File: src/rtl/fence_alloc_pkg.sv
package fence_alloc_pkg;
  typedef enum logic [1:0] {OP_GET = 2'd0, OP_PUT = 2'd1, OP_PIN = 2'd2, OP_UNPIN = 2'd3} op_e;
  typedef enum logic [2:0] {
    ST_OK = 3'd0, ST_BUSY = 3'd1, ST_RETRY = 3'd2, ST_DEADLOCK = 3'd3, ST_PINERR = 3'd4
  } status_e;
  typedef enum logic {S_IDLE = 1'b0, S_WAIT = 1'b1} state_e;
endpackage

File: src/rtl/fence_slot_search.sv
module fence_slot_search #(
  parameter int NUM_SLOTS = 4,
  parameter int ID_W      = 8,
  parameter int PIN_W     = 4,
  parameter int SLOT_W    = 2,
  parameter int AGE_W     = 2
) (
  input  logic [NUM_SLOTS-1:0]            vld_i,
  input  logic [NUM_SLOTS-1:0][ID_W-1:0]  id_i,
  input  logic [NUM_SLOTS-1:0][PIN_W-1:0] pin_i,
  input  logic [NUM_SLOTS-1:0][AGE_W-1:0] age_i,
  input  logic [ID_W-1:0]                 key_i,
  output logic                            hit_o,
  output logic [SLOT_W-1:0]               hit_slot_o,
  output logic                            free_o,
  output logic [SLOT_W-1:0]               free_slot_o,
  output logic                            vict_o,
  output logic [SLOT_W-1:0]               vict_slot_o
);
  logic [AGE_W-1:0] best_age;

  always_comb begin
    hit_o = 1'b0;  hit_slot_o = '0;
    free_o = 1'b0; free_slot_o = '0;
    vict_o = 1'b0; vict_slot_o = '0;
    best_age = '0;
    // downward scan so the lowest free index wins
    for (int i = NUM_SLOTS - 1; i >= 0; i--) begin
      if (!vld_i[i]) begin
        free_o = 1'b1;
        free_slot_o = SLOT_W'(i);
      end
    end
    for (int i = 0; i < NUM_SLOTS; i++) begin
      if (vld_i[i] && id_i[i] == key_i) begin
        hit_o = 1'b1;
        hit_slot_o = SLOT_W'(i);
      end
    end
    // bound ages are distinct, so the oldest unpinned slot is unique
    for (int i = 0; i < NUM_SLOTS; i++) begin
      if (vld_i[i] && pin_i[i] == '0 && (!vict_o || age_i[i] > best_age)) begin
        vict_o = 1'b1;
        vict_slot_o = SLOT_W'(i);
        best_age = age_i[i];
      end
    end
  end
endmodule

File: src/rtl/fence_lru_age.sv
module fence_lru_age #(
  parameter int NUM_SLOTS = 4,
  parameter int SLOT_W    = 2,
  parameter int AGE_W     = 2
) (
  input  logic                            clk_i,
  input  logic                            rst_ni,
  input  logic [NUM_SLOTS-1:0]            bound_i,
  input  logic                            touch_i,
  input  logic [SLOT_W-1:0]               touch_slot_i,
  input  logic                            drop_i,
  input  logic [SLOT_W-1:0]               drop_slot_i,
  output logic [NUM_SLOTS-1:0][AGE_W-1:0] age_o
);
  logic [NUM_SLOTS-1:0][AGE_W-1:0] age_q;
  logic                            touch_was_bound;
  logic [AGE_W-1:0]                touch_age, drop_age;

  assign touch_was_bound = bound_i[touch_slot_i];
  assign touch_age       = age_q[touch_slot_i];
  assign drop_age        = age_q[drop_slot_i];
  assign age_o           = age_q;

  for (genvar g = 0; g < NUM_SLOTS; g++) begin : g_age
    always_ff @(posedge clk_i or negedge rst_ni) begin
      if (!rst_ni) begin
        age_q[g] <= '0;
      end else if (touch_i) begin
        if (touch_slot_i == SLOT_W'(g))
          age_q[g] <= '0;
        else if (bound_i[g] && (!touch_was_bound || age_q[g] < touch_age))
          age_q[g] <= age_q[g] + 1'b1;
      end else if (drop_i) begin
        // keep ages compact: slots older than the dropped one close the gap
        if (bound_i[g] && drop_slot_i != SLOT_W'(g) && age_q[g] > drop_age)
          age_q[g] <= age_q[g] - 1'b1;
      end
    end
  end
endmodule

File: src/rtl/fence_alloc.sv
module fence_alloc
  import fence_alloc_pkg::*;
#(
  parameter int NUM_SLOTS = 4,
  parameter int ID_W      = 8,
  parameter int PIN_W     = 4,
  localparam int SLOT_W   = (NUM_SLOTS > 1) ? $clog2(NUM_SLOTS) : 1
) (
  input  logic              clk_i,
  input  logic              rst_ni,
  input  logic              cmd_valid_i,
  output logic              cmd_ready_o,
  input  logic [1:0]        cmd_op_i,
  input  logic [ID_W-1:0]   cmd_id_i,
  input  logic              cmd_tiled_i,
  input  logic              cmd_dirty_i,
  input  logic              pend_release_i,
  output logic              wait_req_o,
  output logic [ID_W-1:0]   wait_id_o,
  input  logic              wait_ack_i,
  output logic              rsp_valid_o,
  output logic [2:0]        rsp_status_o,
  output logic              rsp_bound_o,
  output logic [SLOT_W-1:0] rsp_slot_o,
  output logic              prog_valid_o,
  output logic              prog_en_o,
  output logic [SLOT_W-1:0] prog_slot_o,
  output logic              lost_valid_o,
  output logic [ID_W-1:0]   lost_id_o
);
  localparam int AGE_W = SLOT_W;
  localparam logic [PIN_W-1:0] PIN_MAX = '1;

  state_e                          state_q, state_d;
  logic [NUM_SLOTS-1:0]            vld_q;
  logic [NUM_SLOTS-1:0][ID_W-1:0]  id_q;
  logic [NUM_SLOTS-1:0][PIN_W-1:0] pin_q;
  logic [NUM_SLOTS-1:0][AGE_W-1:0] age;
  logic [ID_W-1:0]                 new_id_q;
  logic [SLOT_W-1:0]               vict_q, vict_d;

  logic hit, free, vict;
  logic [SLOT_W-1:0] hit_slot, free_slot, vict_slot;

  logic touch, drop, bind_en, pin_inc, pin_dec;
  logic [SLOT_W-1:0] touch_slot, drop_slot, bind_slot, pin_slot;
  logic [ID_W-1:0] bind_id;
  logic accept;
  logic rsp_v, rsp_b, prog_v, prog_e, lost_v;
  status_e rsp_s;
  logic [SLOT_W-1:0] rsp_sl, prog_sl;
  logic [ID_W-1:0] lost_id;

  fence_slot_search #(
    .NUM_SLOTS(NUM_SLOTS), .ID_W(ID_W), .PIN_W(PIN_W), .SLOT_W(SLOT_W), .AGE_W(AGE_W)
  ) u_search (
    .vld_i(vld_q), .id_i(id_q), .pin_i(pin_q), .age_i(age), .key_i(cmd_id_i),
    .hit_o(hit), .hit_slot_o(hit_slot), .free_o(free), .free_slot_o(free_slot),
    .vict_o(vict), .vict_slot_o(vict_slot)
  );

  fence_lru_age #(.NUM_SLOTS(NUM_SLOTS), .SLOT_W(SLOT_W), .AGE_W(AGE_W)) u_lru (
    .clk_i, .rst_ni, .bound_i(vld_q),
    .touch_i(touch), .touch_slot_i(touch_slot),
    .drop_i(drop), .drop_slot_i(drop_slot), .age_o(age)
  );

  assign accept      = cmd_valid_i && state_q == S_IDLE;
  assign cmd_ready_o = state_q == S_IDLE;
  assign wait_req_o  = state_q == S_WAIT;
  assign wait_id_o   = id_q[vict_q];

  always_comb begin
    state_d = state_q; vict_d = vict_q;
    touch = 1'b0; touch_slot = '0; drop = 1'b0; drop_slot = '0;
    bind_en = 1'b0; bind_slot = '0; bind_id = cmd_id_i;
    pin_inc = 1'b0; pin_dec = 1'b0; pin_slot = hit_slot;
    rsp_v = 1'b0; rsp_s = ST_OK; rsp_b = 1'b0; rsp_sl = '0;
    prog_v = 1'b0; prog_e = 1'b0; prog_sl = '0;
    lost_v = 1'b0; lost_id = '0;
    if (state_q == S_WAIT) begin
      if (wait_ack_i) begin
        state_d = S_IDLE;
        bind_en = 1'b1; bind_slot = vict_q; bind_id = new_id_q;
        touch = 1'b1; touch_slot = vict_q;
        rsp_v = 1'b1; rsp_b = 1'b1; rsp_sl = vict_q;
        prog_v = 1'b1; prog_e = 1'b1; prog_sl = vict_q;
        lost_v = 1'b1; lost_id = id_q[vict_q];
      end
    end else if (accept) begin
      rsp_v = 1'b1;
      unique case (op_e'(cmd_op_i))
        OP_GET: begin
          if (hit) begin
            if (cmd_dirty_i && !cmd_tiled_i) begin
              drop = 1'b1; drop_slot = hit_slot;
              prog_v = 1'b1; prog_sl = hit_slot;
            end else begin
              touch = 1'b1; touch_slot = hit_slot;
              rsp_b = 1'b1; rsp_sl = hit_slot;
              prog_v = cmd_dirty_i; prog_e = 1'b1; prog_sl = hit_slot;
            end
          end else if (cmd_tiled_i) begin
            if (free) begin
              bind_en = 1'b1; bind_slot = free_slot;
              touch = 1'b1; touch_slot = free_slot;
              rsp_b = 1'b1; rsp_sl = free_slot;
              prog_v = 1'b1; prog_e = 1'b1; prog_sl = free_slot;
            end else if (vict) begin
              rsp_v = 1'b0;
              state_d = S_WAIT; vict_d = vict_slot;
            end else begin
              rsp_s = pend_release_i ? ST_RETRY : ST_DEADLOCK;
            end
          end
        end
        OP_PUT: begin
          if (hit) begin
            if (pin_q[hit_slot] != '0) begin
              rsp_s = ST_BUSY; rsp_b = 1'b1; rsp_sl = hit_slot;
            end else begin
              drop = 1'b1; drop_slot = hit_slot;
              prog_v = 1'b1; prog_sl = hit_slot;
            end
          end
        end
        OP_PIN: begin
          if (hit) begin
            rsp_b = 1'b1; rsp_sl = hit_slot;
            if (pin_q[hit_slot] == PIN_MAX) rsp_s = ST_PINERR;
            else pin_inc = 1'b1;
          end
        end
        default: begin
          if (hit) begin
            rsp_b = 1'b1; rsp_sl = hit_slot;
            if (pin_q[hit_slot] == '0) rsp_s = ST_PINERR;
            else pin_dec = 1'b1;
          end
        end
      endcase
    end
  end

  always_ff @(posedge clk_i or negedge rst_ni) begin
    if (!rst_ni) begin
      state_q <= S_IDLE; vict_q <= '0; new_id_q <= '0;
      vld_q <= '0; id_q <= '0; pin_q <= '0;
      rsp_valid_o <= 1'b0; rsp_status_o <= '0; rsp_bound_o <= 1'b0; rsp_slot_o <= '0;
      prog_valid_o <= 1'b0; prog_en_o <= 1'b0; prog_slot_o <= '0;
      lost_valid_o <= 1'b0; lost_id_o <= '0;
    end else begin
      state_q <= state_d; vict_q <= vict_d;
      if (accept) new_id_q <= cmd_id_i;
      if (bind_en) begin
        vld_q[bind_slot] <= 1'b1; id_q[bind_slot] <= bind_id; pin_q[bind_slot] <= '0;
      end
      if (drop) begin
        vld_q[drop_slot] <= 1'b0; pin_q[drop_slot] <= '0;
      end
      if (pin_inc) pin_q[pin_slot] <= pin_q[pin_slot] + 1'b1;
      if (pin_dec) pin_q[pin_slot] <= pin_q[pin_slot] - 1'b1;
      rsp_valid_o <= rsp_v; rsp_status_o <= rsp_s; rsp_bound_o <= rsp_b; rsp_slot_o <= rsp_sl;
      prog_valid_o <= prog_v; prog_en_o <= prog_e; prog_slot_o <= prog_sl;
      lost_valid_o <= lost_v; lost_id_o <= lost_id;
    end
  end
endmodule

File: config.mk
export PLATFORM = sky130hd
export DESIGN_NAME = fence_alloc
export DESIGN_NICKNAME = d
export VERILOG_FILES = /design/src/rtl/fence_alloc_pkg.sv /design/src/rtl/fence_slot_search.sv /design/src/rtl/fence_lru_age.sv /design/src/rtl/fence_alloc.sv
export SDC_FILE = /design/constraint.sdc
export NUM_CORES = 1
export LEC_CHECK = 0
export ABC_AREA = 0
export BUFFER_PORTS_ARGS = -buffer_cell sky130_fd_sc_hd__buf_2
export CAP_MARGIN = 20
export CELL_PAD_IN_SITES_DETAIL_PLACEMENT = 1
export CELL_PAD_IN_SITES_GLOBAL_PLACEMENT = 2
export CORE_ASPECT_RATIO = 0.8
export CORE_MARGIN = 2
export CORE_UTILIZATION = 38
export DETAILED_ROUTE_END_ITERATION = 12
export GPL_ROUTABILITY_DRIVEN = 0
export PLACE_DENSITY_LB_ADDON = 0.1
export SLEW_MARGIN = 20
export SYNTH_ARGS = -nofsm -noshare
export SYNTH_HDL_FRONTEND = slang
export SYNTH_SLANG_ARGS = --single-unit
File: constraint.sdc
create_clock -name clk_i -period 7.2 [get_ports clk_i]
set_clock_uncertainty 0.2 [all_clocks]
set_input_delay 0.72 -clock clk_i [delete_from_list [all_inputs] [get_ports clk_i]]
set_output_delay 0.72 -clock clk_i [all_outputs]
set_load 0.02 [all_outputs]
==> results.toml, run 1 <==
[final_layout]
layout-drive-gt1-share_pct = 16.8
nets = 801
num_antenna_cells = 0
mostFrequentLayoutCells = "nand2_1 (98), dfrtp_1 (91), nor2_1 (89), a21oi_1 (55), o21ai_0 (46)"
synthToLayoutAreaGrowth_pct = 9.16
final_common_cell = "nand2_1"
finalInstanceArea_mm2 = 0.00711
final_util_pct = 42.7

[global_routing]
antenna_found_initial = 0
grt_util_all_layers_pct = 26.7
grt_pass1_wl_mm = 36.3
grt_pass1_vias = 6102
gr-total-overflow = 0
grt_max_degree = 52

[synth]
syn_area_per_cell_um2 = 8.74
ys_types = 90
yosys_warnings = 0
ys_async_sr_fraction_pct = 100
synth_edf_count = 0
synthFlopType = "dfrtp_1"
synth_seq_area_share_pct = 35.0
syn_nets = 779
syn_area_mm2 = 0.00651
synthCells = 745
synth_seq_cells = 91

[cts]
cts_tree = "yes"
numCtsBuffers = 9
cts_hold_buf = 0
cts_resized = 0
cts_root_buf = "clkbuf_16"
post-cts-setup-buffers = 0
clock_latency_ns = 0.36
cts.sinks = 91
clkTransAtPathRegs_ns = 0.08
clockBufferDepth = 2
htree_levels = 3

[sta]
setup_tns_ns = 0
min_period_ns = 6.06
maxSlewHeadroom_pct = 35.4
finalSetupViolCount = 0
hold_violations = 0
timing.fmax_mhz = 165
timing.final.crit_share_pct = 84.2
tightestPinTransition_ns = 0.965
rsz0062_at_grt = "no"
drv_slew = 0

[placed_design]
dp_hpwl_mm = 17.7
io_buffers = 46
placed_cell_area_mm2 = 0.00682

[setup_path]
startpoint_type = "primary input"
worstPathRequired_ns = 7.25
worst-r2r-setup-slack_ns = 1.27
r2r-start = "id_q[21]$_DFFE_PN0P_"
crit_type = "primary input to flop"
critical_path.max_fanout = 10
cp.arrival_ns = 6.11
worst_r2r_path_depth = 24
r2r-end = "u_lru.age_o[0]$_DFFE_PN0P_"
end_kind = "flop"

[floorplan]
die_h_um = 121
start_util_pct = 39.1
core_mm2 = 0.0167
row_count = 42
die_width_um = 150
die_area_mm2 = 0.0182
ios = 47

[pwr]
p_leak_nw = 3.00
p_total_mw = 1.78
vdd_drop_max_mv = 0.105
p_per_area_mw_per_mm2 = 250

[route]
drc = 0
viasPerCell = 6.05
initialDrtViolationCount = 450
routed-via-count = 6001
ant_nets = 0
wl_mm = 23.4
wl_per_cell_um = 23.6
drt-pass1-iter-count = 5

[outcome]
outcome = "finished, final reports clean"

[worst_hold_path]
holdCritPathClass = "primary input to asynchronous set/reset pin"

[run]
drv_cap = 0
-- report_power, final --
part,leakage [nW],total [mW],switching [mW],internal [mW]
clock,0.139,0.471,0.222,0.250
combinational,1.68,0.628,0.395,0.233
sequential,1.18,0.679,0.111,0.568
total,3.00,1.78,0.727,1.05
-- through the flow --
| stage | instances | setup WS [ns] | hold WS [ns] |
|---|---|---|---|
| 4_1_cts | 992 | 1.31 | 0.184 |
| 3_5_place_dp | 976 | 0.970 | 0.267 |
| 5_1_grt | 992 | 0.952 | 0.186 |
| 2_1_floorplan | 745 | 1.60 | 0.224 |
| 6_report | 992 | 1.14 | 0.153 |
| 3_3_place_gp | 976 | 1.23 | 0.260 |
-- Yosys cell counts, types with 4 or more instances --
library cell | number | area (um2)
mux2i_1 | 21 | 210
o211ai_1 | 8 | 60.1
o31ai_1 | 4 | 30.0
clkbuf_1 | 19 | 71.3
mux4_2 | 8 | 180
buf_6 | 9 | 101
o21ai_2 | 4 | 35.0
xnor2_1 | 30 | 263
nor4_1 | 11 | 68.8
dfrtp_1 | 91 | 2280
inv_1 | 21 | 78.8
a31oi_1 | 13 | 81.3
o2111ai_1 | 5 | 43.8
and2_1 | 16 | 100
buf_2 | 8 | 40.0
nand3_1 | 23 | 115
xnor2_2 | 4 | 65.1
a21oi_1 | 55 | 275
nor3_2 | 7 | 70.1
nand2_1 | 98 | 368
nand4_1 | 11 | 68.8
a211oi_1 | 4 | 30.0
buf_4 | 6 | 45.0
ha_1 | 17 | 213
nor3_1 | 14 | 70.1
o21ai_0 | 46 | 230
nor2b_1 | 4 | 25.0
nor2_1 | 89 | 334
-- cells by family (layout without fill, tap and decap cells) --
family                     Yosys count  after routing  synth area share, %
and+or+nand+nor                    304            304                 23.2
muxes                               33             33                 6.74
DFF                                 91             91                 35.0
buffers and inverters               65             92                 5.28
adders and majority gates           17             17                 3.27
AOI/OAI and AO/OA                  199            199                 21.2
xor gates and xnor gates            36             36                 5.30
-- per-layer routing --
metal / track usage, % / vias up / share of wire (%)
met1: 40.4 / 3071 / 50
met2: 38.6 / 153 / 42
met4: 7.25 / 0 / 1.6
met5: 0 / - / 0
met3: 5.08 / 22 / 5.7
li1: - / 2755 / -
-- final cells by class --
type | instances | area [um2]
Multi-Input combinational cell | 589 | 3890
Clock buffer | 11 | 243
Fill cell | 1955 | 9550
Tap cell | 220 | 275
Timing Repair Buffer | 54 | 293
Inverter | 22 | 82.6
Clock inverter | 5 | 45.0
Sequential cell | 91 | 2280
-- how the worst max path moves through the flow --
| stage | startpoint | slack, ns | to |
|---|---|---|---|
| detailed placement | cmd_id_i[1] | 0.97 | u_lru.age_o[0]$_DFFE_PN0P_ |
| floorplan | cmd_id_i[1] | 1.60 | u_lru.age_o[0]$_DFFE_PN0P_ |
| CTS | cmd_id_i[1] | 1.31 | u_lru.age_o[0]$_DFFE_PN0P_ |
| global route | cmd_id_i[0] | 0.95 | u_lru.age_o[0]$_DFFE_PN0P_ |
| finish | cmd_id_i[1] | 1.14 | u_lru.age_o[0]$_DFFE_PN0P_ |
| global placement | cmd_id_i[5] | 1.23 | u_lru.age_o[0]$_DFFE_PN0P_ |
-- registers in the layout, indices dropped and copies added (netlist names) --
register and flops:
id_q 32, pin_q 16, lost_id_o 8, new_id_q 8
u_lru.age_o 8, vld_q 4, rsp_status_o 3, prog_slot_o 2
rsp_slot_o 2, vict_q 2, lost_valid_o 1, prog_en_o 1
prog_valid_o 1, rsp_bound_o 1, rsp_valid_o 1, wait_req_o 1
-- critical path: stages --
cell and delay (ns):
buf_2 0.15, xnor2_1 0.37, nand4_1 0.26, nor3_2 0.17
buf_4 0.21, nand2_1 0.18, o221a_2 0.35, inv_1 0.15
ha_1 0.19, nand2_1 0.08, nor2_1 0.19, o221ai_1 0.21
nand2_1 0.13, nand3_1 0.20, nor2_1 0.19, a21oi_1 0.06
mux2i_1 0.35, ha_1 0.30, nor2_1 0.18, o21ai_0 0.13
a311o_1 0.38, o31ai_1 0.33, a21oi_1 0.09, a211oi_2 0.16
mux2_2 0.35
No activity file was read; power rests on OpenSTA's default activity.
==> inputs of run 2 (changes only) <==
CORE_UTILIZATION = 34   (was 38)
clock period = 5.25 ns   (was 7.2 ns; I/O delays follow)
==> run 2 against run 1 <==
Setup slack lost 0.87 ns. Flip-flop and latch count did not move. Cell count grew 8.1%. Critical path depth decreased by 2. Wire length increased by 5.8%. Utilization fell by 2.1 points. Register-to-register slack lost 1.0 ns. Largest power group is now combinational logic. Hold slack improved by 0.0054 ns. Sequential power increased by 36%. Clock power up 37%.
==> results.toml, run 2 (same netlist as run 1, synthesis figures left out) <==
[setup_path]
r2r-start = "id_q[24]$_DFFE_PN0P_"
worst_r2r_path_depth = 23
startpoint_type = "flop"
end_kind = "flop"
worstPathRequired_ns = 5.29
critPathLaunch = "id_q[24]$_DFFE_PN0P_"
critical_path.cell_chain = "xnor2_2 > nand4_2 > nor3_4 > buf_4 > nor4_1 > nor2_1 > inv_1 > ha_1 > nand2_1 > nor2_2 > o211ai_1 > nor4b_2 > or2_1 > nand2_1 > mux2i_2 > ha_1 > nor2_2 > o21ai_0 > a311o_1 > o31ai_1 > a21oi_1 > a211oi_2 > mux2_2"
critical_path.max_fanout = 7
r2r-end = "u_lru.age_o[0]$_DFFE_PN0P_"
crit_type = "flop to flop"
cp_slowest_cell = "dfrtp_1"
worst-r2r-setup-slack_ns = 0.27
cp.arrival_ns = 5.02
critical-path-top-delay-family = "simple AND/OR/NAND/NOR gates"
critical_path_buf_inv_count = 2
cpPeakStageDelay_ns = 0.43

[outcome]
outcome = "finished, final reports clean"

[pwr]
p_sw_share_pct = 40.6
seq_power_share_pct = 36.8
p_per_area_mw_per_mm2 = 328
p_int_mw = 1.49
vdd_drop_max_mv = 0.132
p_comb_share_pct = 37.4
p_clk_share_pct = 25.8
p_leak_nw = 3.28
switching_power_mw = 1.02
p_total_mw = 2.51

[route]
wl_mm = 24.8
top_layer = "met4"
drt-met1-wl_mm = 13.0
wl_met2_mm = 10.4
viasPerCell = 5.78
routed-via-count = 6194
initialDrtViolationCount = 437
drt-pass1-iter-count = 5
wl_met3_mm = 1.16
ant_nets = 0
wl_per_cell_um = 23.1
drc = 0

[final_layout]
nets = 843
final_common_cell = "nand2_1"
synthToLayoutAreaGrowth_pct = 17.4
regMostFlops = "id_q"
mostFrequentLayoutCells = "nand2_1 (95), dfrtp_1 (91), nor2_1 (87), a21oi_1 (55), buf_4 (50)"
multiInputGateArea_mm2 = 0.00407
register_area_mm2 = 0.00228
finalInstanceArea_mm2 = 0.00765
fillers = 2228
num_antenna_cells = 0
reg_top3 = "id_q x32, pin_q x16"
layout-drive-gt1-share_pct = 24.2
largest_reg_flops = 32

[worst_hold_path]
min_path_cells = 2
worstHoldStart = "wait_ack_i"
holdCritPathClass = "primary input to flop"
min_to = "wait_req_o$_DFF_PN0_"

[sta]
tightestPinTransition_ns = 0.954
min_period_ns = 4.98
hold_violations = 0
timing.final.crit_share_pct = 94.9
drv_slew = 0
maxSlewHeadroom_pct = 36.2
finalSetupViolCount = 0
hold_slack_ns = 0.159
timing.fmax_mhz = 201

[placed_design]
io_buffers = 46
placed_cell_area_mm2 = 0.00716
dp_hpwl_mm = 18.9

[cts]
clock_latency_ns = 0.35
htree_levels = 3
cts_root_buf = "clkbuf_16"
cts.sinks = 91
clockBufferDepth = 2
numCtsBuffers = 9
cts_tree = "yes"
clkTransAtPathRegs_ns = 0.07

[floorplan]
die_h_um = 128
row_count = 45
start_util_pct = 34.5
core_mm2 = 0.0189
die_width_um = 159
die_area_mm2 = 0.0203
ios = 47

[global_routing]
antenna_found_initial = 0
gr-total-overflow = 0
grt_pass1_vias = 6139
grt_max_degree = 53
grt_util_all_layers_pct = 24.7
grt_pass1_wl_mm = 38.0

[run]
drv_cap = 0
## run 2: cell count changes in the layout (fill, tap and decap cells not counted), moves of 3 or more
cell | before | now
xnor2_2 | 4 | 18
buf_4 | 9 | 50
nand2_1 | 98 | 95
xnor2_1 | 30 | 16
nand2_2 | 0 | 3
## run 2: final cells by class
type,count,share of cell area [%]
clock buffers,10,2.99
clock inverters,6,0.785
inverters,22,1.08
multi-input cells,589,53.2
flip-flops and latches,91,29.8
well taps,258,4.22
repair buffers,96,7.98
## run 2: worst max-delay path by stage
stage / to / slack, ns / cells past startpoint
final: u_lru.age_o[0]$_DFFE_PN0P_ / 0.27 / 23
after global routing: u_lru.age_o[0]$_DFFE_PN0P_ / -0.02 / 24
after CTS: u_lru.age_o[0]$_DFFE_PN0P_ / 0.1 / 23
after detailed placement: u_lru.age_o[0]$_DFFE_PN0P_ / -0.15 / 24
after global placement: u_lru.age_o[0]$_DFFE_PN0P_ / 0.05 / 23
after floorplan: u_lru.age_o[0]$_DFFE_PN0P_ / 0.01 / 24
## run 2: power groups by stage
stage | Sequential [mW] | Clock (mW) | Combinational, mW
2_1_floorplan | 0.851 | 0 | 0.660
6_report | 0.924 | 0.647 | 0.939
4_1_cts | 0.917 | 0.677 | 0.920
3_3_place_gp | 0.925 | 0 | 0.884
5_1_grt | 0.936 | 0.704 | 1.04
3_5_place_dp | 0.931 | 0 | 0.912
## run 2: through the flow
stage / setup TNS, ns / util [%] / cells / setup WS (ns)
final: 0 / 40.6 / 1072 / 0.267
after global routing: -0.0186 / 40.6 / 1072 / -0.0186
after CTS: 0 / 39.6 / 1065 / 0.0970
after detailed placement: -0.187 / 38.0 / 1048 / -0.150
after global placement: 0 / 38.0 / 1048 / 0.0548
after floorplan: 0 / - / 745 / 0.0142
## run 2: metal layers
layer  vias up  global-route usage (%)
li1       2831                       -
met1      3207                    38.8
met2       139                    36.1
met3        17                    3.46
met4         0                    4.64
met5         -                       0
## run 2: timing repair
| item | in CTS | in global routing |
|---|---|---|
| gates resized for setup | 0 | 21 |
| endpoints found under the hold margin | 39 | 0 |
| endpoints found under the setup margin | 0 | 6 |
| buffers inserted | 0 | 7 |
| hold buffers | 1 | 0 |
==> inputs of run 3 (changes only) <==
CTS_BUF_LIST = sky130_fd_sc_hd__clkbuf_16   (was unset)
==> run 3 against run 2 <==
Via count down 0.11%. Register-to-register slack about the same. Largest power group unchanged. Count of clock-buffer cells in the layout down 1. First-iteration DRC count unchanged.
==> results.toml, run 3 (same netlist as run 1, synthesis figures left out) <==
[global_routing]
use_met3_pct = 3.46
grt_max_degree = 53
gr-total-overflow = 0
grt_util_all_layers_pct = 24.7
grt_pass1_vias = 6139
grt_pass1_wl_mm = 38.0
antenna_found_initial = 0
grt_use_met1_pct = 38.8
grt_util_met2_pct = 36.1
top_usage_layer = "met1"

[floorplan]
ios = 47
die_area_mm2 = 0.0203
die_h_um = 128
die_width_um = 159
row_count = 45
start_util_pct = 34.5
core_mm2 = 0.0189

[sta]
hold_violations = 0
timing.final.crit_share_pct = 94.9
maxSlewHeadroom_pct = 36.2
min_period_ns = 4.98
finalSetupViolCount = 0
tightestPinTransition_ns = 0.954
drv_slew = 0
timing.final.ws_setup_ns = 0.269
setup_tns_ns = 0
timing.fmax_mhz = 201

[route]
routed-via-count = 6187
wl_per_cell_um = 23.1
ant_nets = 0
drt-pass1-iter-count = 5
wl_mm = 24.8
initialDrtViolationCount = 437
drc = 0
viasPerCell = 5.77

[cts]
clkTransAtPathRegs_ns = 0.07
cts.sinks = 91
numCtsBuffers = 9
clock_latency_ns = 0.35
cts_root_buf = "clkbuf_16"
clockBufferDepth = 2
htree_levels = 3
cts_tree = "yes"

[final_layout]
fillers = 2228
num_antenna_cells = 0
fin_cells = 1072
synthToLayoutAreaGrowth_pct = 17.4
reg_top3 = "id_q x32, pin_q x16"
layout-drive-gt1-share_pct = 24.2
final_common_cell = "nand2_1"
nets = 843
finalInstanceArea_mm2 = 0.00765
regMostFlops = "id_q"
mostFrequentLayoutCells = "nand2_1 (95), dfrtp_1 (91), nor2_1 (87), a21oi_1 (55), buf_4 (50)"
largest_reg_flops = 32

[placed_design]
dp_hpwl_mm = 18.9
numPlacedInstances = 1048
post-place-ws_ns = -0.150
placed_cell_area_mm2 = 0.00716
io_buffers = 46

[setup_path]
cp_slowest_cell = "dfrtp_1"
critical_path.cell_chain = "xnor2_2 > nand4_2 > nor3_4 > buf_4 > nor4_1 > nor2_1 > inv_1 > ha_1 > nand2_1 > nor2_2 > o211ai_1 > nor4b_2 > or2_1 > nand2_1 > mux2i_2 > ha_1 > nor2_2 > o21ai_0 > a311o_1 > o31ai_1 > a21oi_1 > a211oi_2 > mux2_2"
cpPeakStageDelay_ns = 0.43
worst_r2r_path_depth = 23
end_kind = "flop"
critical_path.max_fanout = 7
startpoint_type = "flop"
crit_type = "flop to flop"
worstPathRequired_ns = 5.29
cp.arrival_ns = 5.02

[worst_hold_path]
holdCritPathClass = "primary input to flop"
min_path_cells = 2

[outcome]
outcome = "finished, final reports clean"

[pwr]
p_per_area_mw_per_mm2 = 328
p_leak_nw = 3.28
vdd_drop_max_mv = 0.132
p_total_mw = 2.51

[run]
drv_cap = 0
-- run 3: cell types whose count changed in the layout (fill, tap and decap cells not counted) --
cell / delta
clkbuf_1: -1
inv_1: +1
-- run 3: final timing paths --
| kind | from | endpoint | slack, ns |
|---|---|---|---|
| setup reg to reg | id_q[24]$_DFFE_PN0P_ | u_lru.age_o[0]$_DFFE_PN0P_ | 0.27 |
| min in group asynchronous | rst_ni | lost_valid_o$_DFF_PN0_ | 0.52 |
| setup / recovery | id_q[24]$_DFFE_PN0P_ | u_lru.age_o[0]$_DFFE_PN0P_ | 0.27 |
| max in group asynchronous | rst_ni | id_q[3]$_DFFE_PN0P_ | 3.21 |
| hold / removal | wait_ack_i | wait_req_o$_DFF_PN0_ | 0.16 |
| hold reg to reg | new_id_q[3]$_DFFE_PN0P_ | new_id_q[3]$_DFFE_PN0P_ | 0.28 |
-- run 3: timing repair --
action / 4_1_cts / 5_1_grt
buffers inserted: 0 / 7
endpoints found under the hold margin: 39 / 0
hold buffers: 1 / 0
setup endpoints to repair: 0 / 6
resized for setup: 0 / 21
-- run 3: worst max-delay path, delay by kind of cell (launching register included) --
| kind | cells | cell delay [ns] |
|---|---|---|
| simple gates | 10 | 1.51 |
| compound gates | 6 | 1.05 |
| mux | 2 | 0.59 |
| fa+ha+maj | 2 | 0.47 |
| flops | 1 | 0.43 |
| buf+inv | 2 | 0.32 |
| xor+xnor | 1 | 0.27 |
-- run 3: final cells by class --
cell class	instances	area (um2)	area share [%]
sequential	91	2280	29.8
clock buffer	9	225	2.94
clock inverter	7	63.8	0.834
tap	258	323	4.22
inverter	22	82.6	1.08
multi-input combinational	589	4070	53.2
timing repair buffer	96	611	7.98
-- run 3: routing by layer --
| metal | vias to the layer above | wire length, um |
|---|---|---|
| met4 | 0 | 214 |
| met3 | 17 | 1180 |
| met5 | - | 0 |
| li1 | 2831 | - |
| met2 | 142 | 10400 |
| met1 | 3197 | 12900 |
-- run 3: report_power, final --
group / switching, mW / internal (mW)
registers: 0.146 / 0.779
logic: 0.556 / 0.382
clock network: 0.315 / 0.330
total: 1.02 / 1.49
-- run 3: stage by stage --
stage               utilization, %  hold slack, ns
CTS                           39.6           0.149
floorplan                        -          0.0294
global route                  40.6           0.162
global placement              38.0           0.259
finish                        40.6           0.159
detailed placement            38.0           0.270
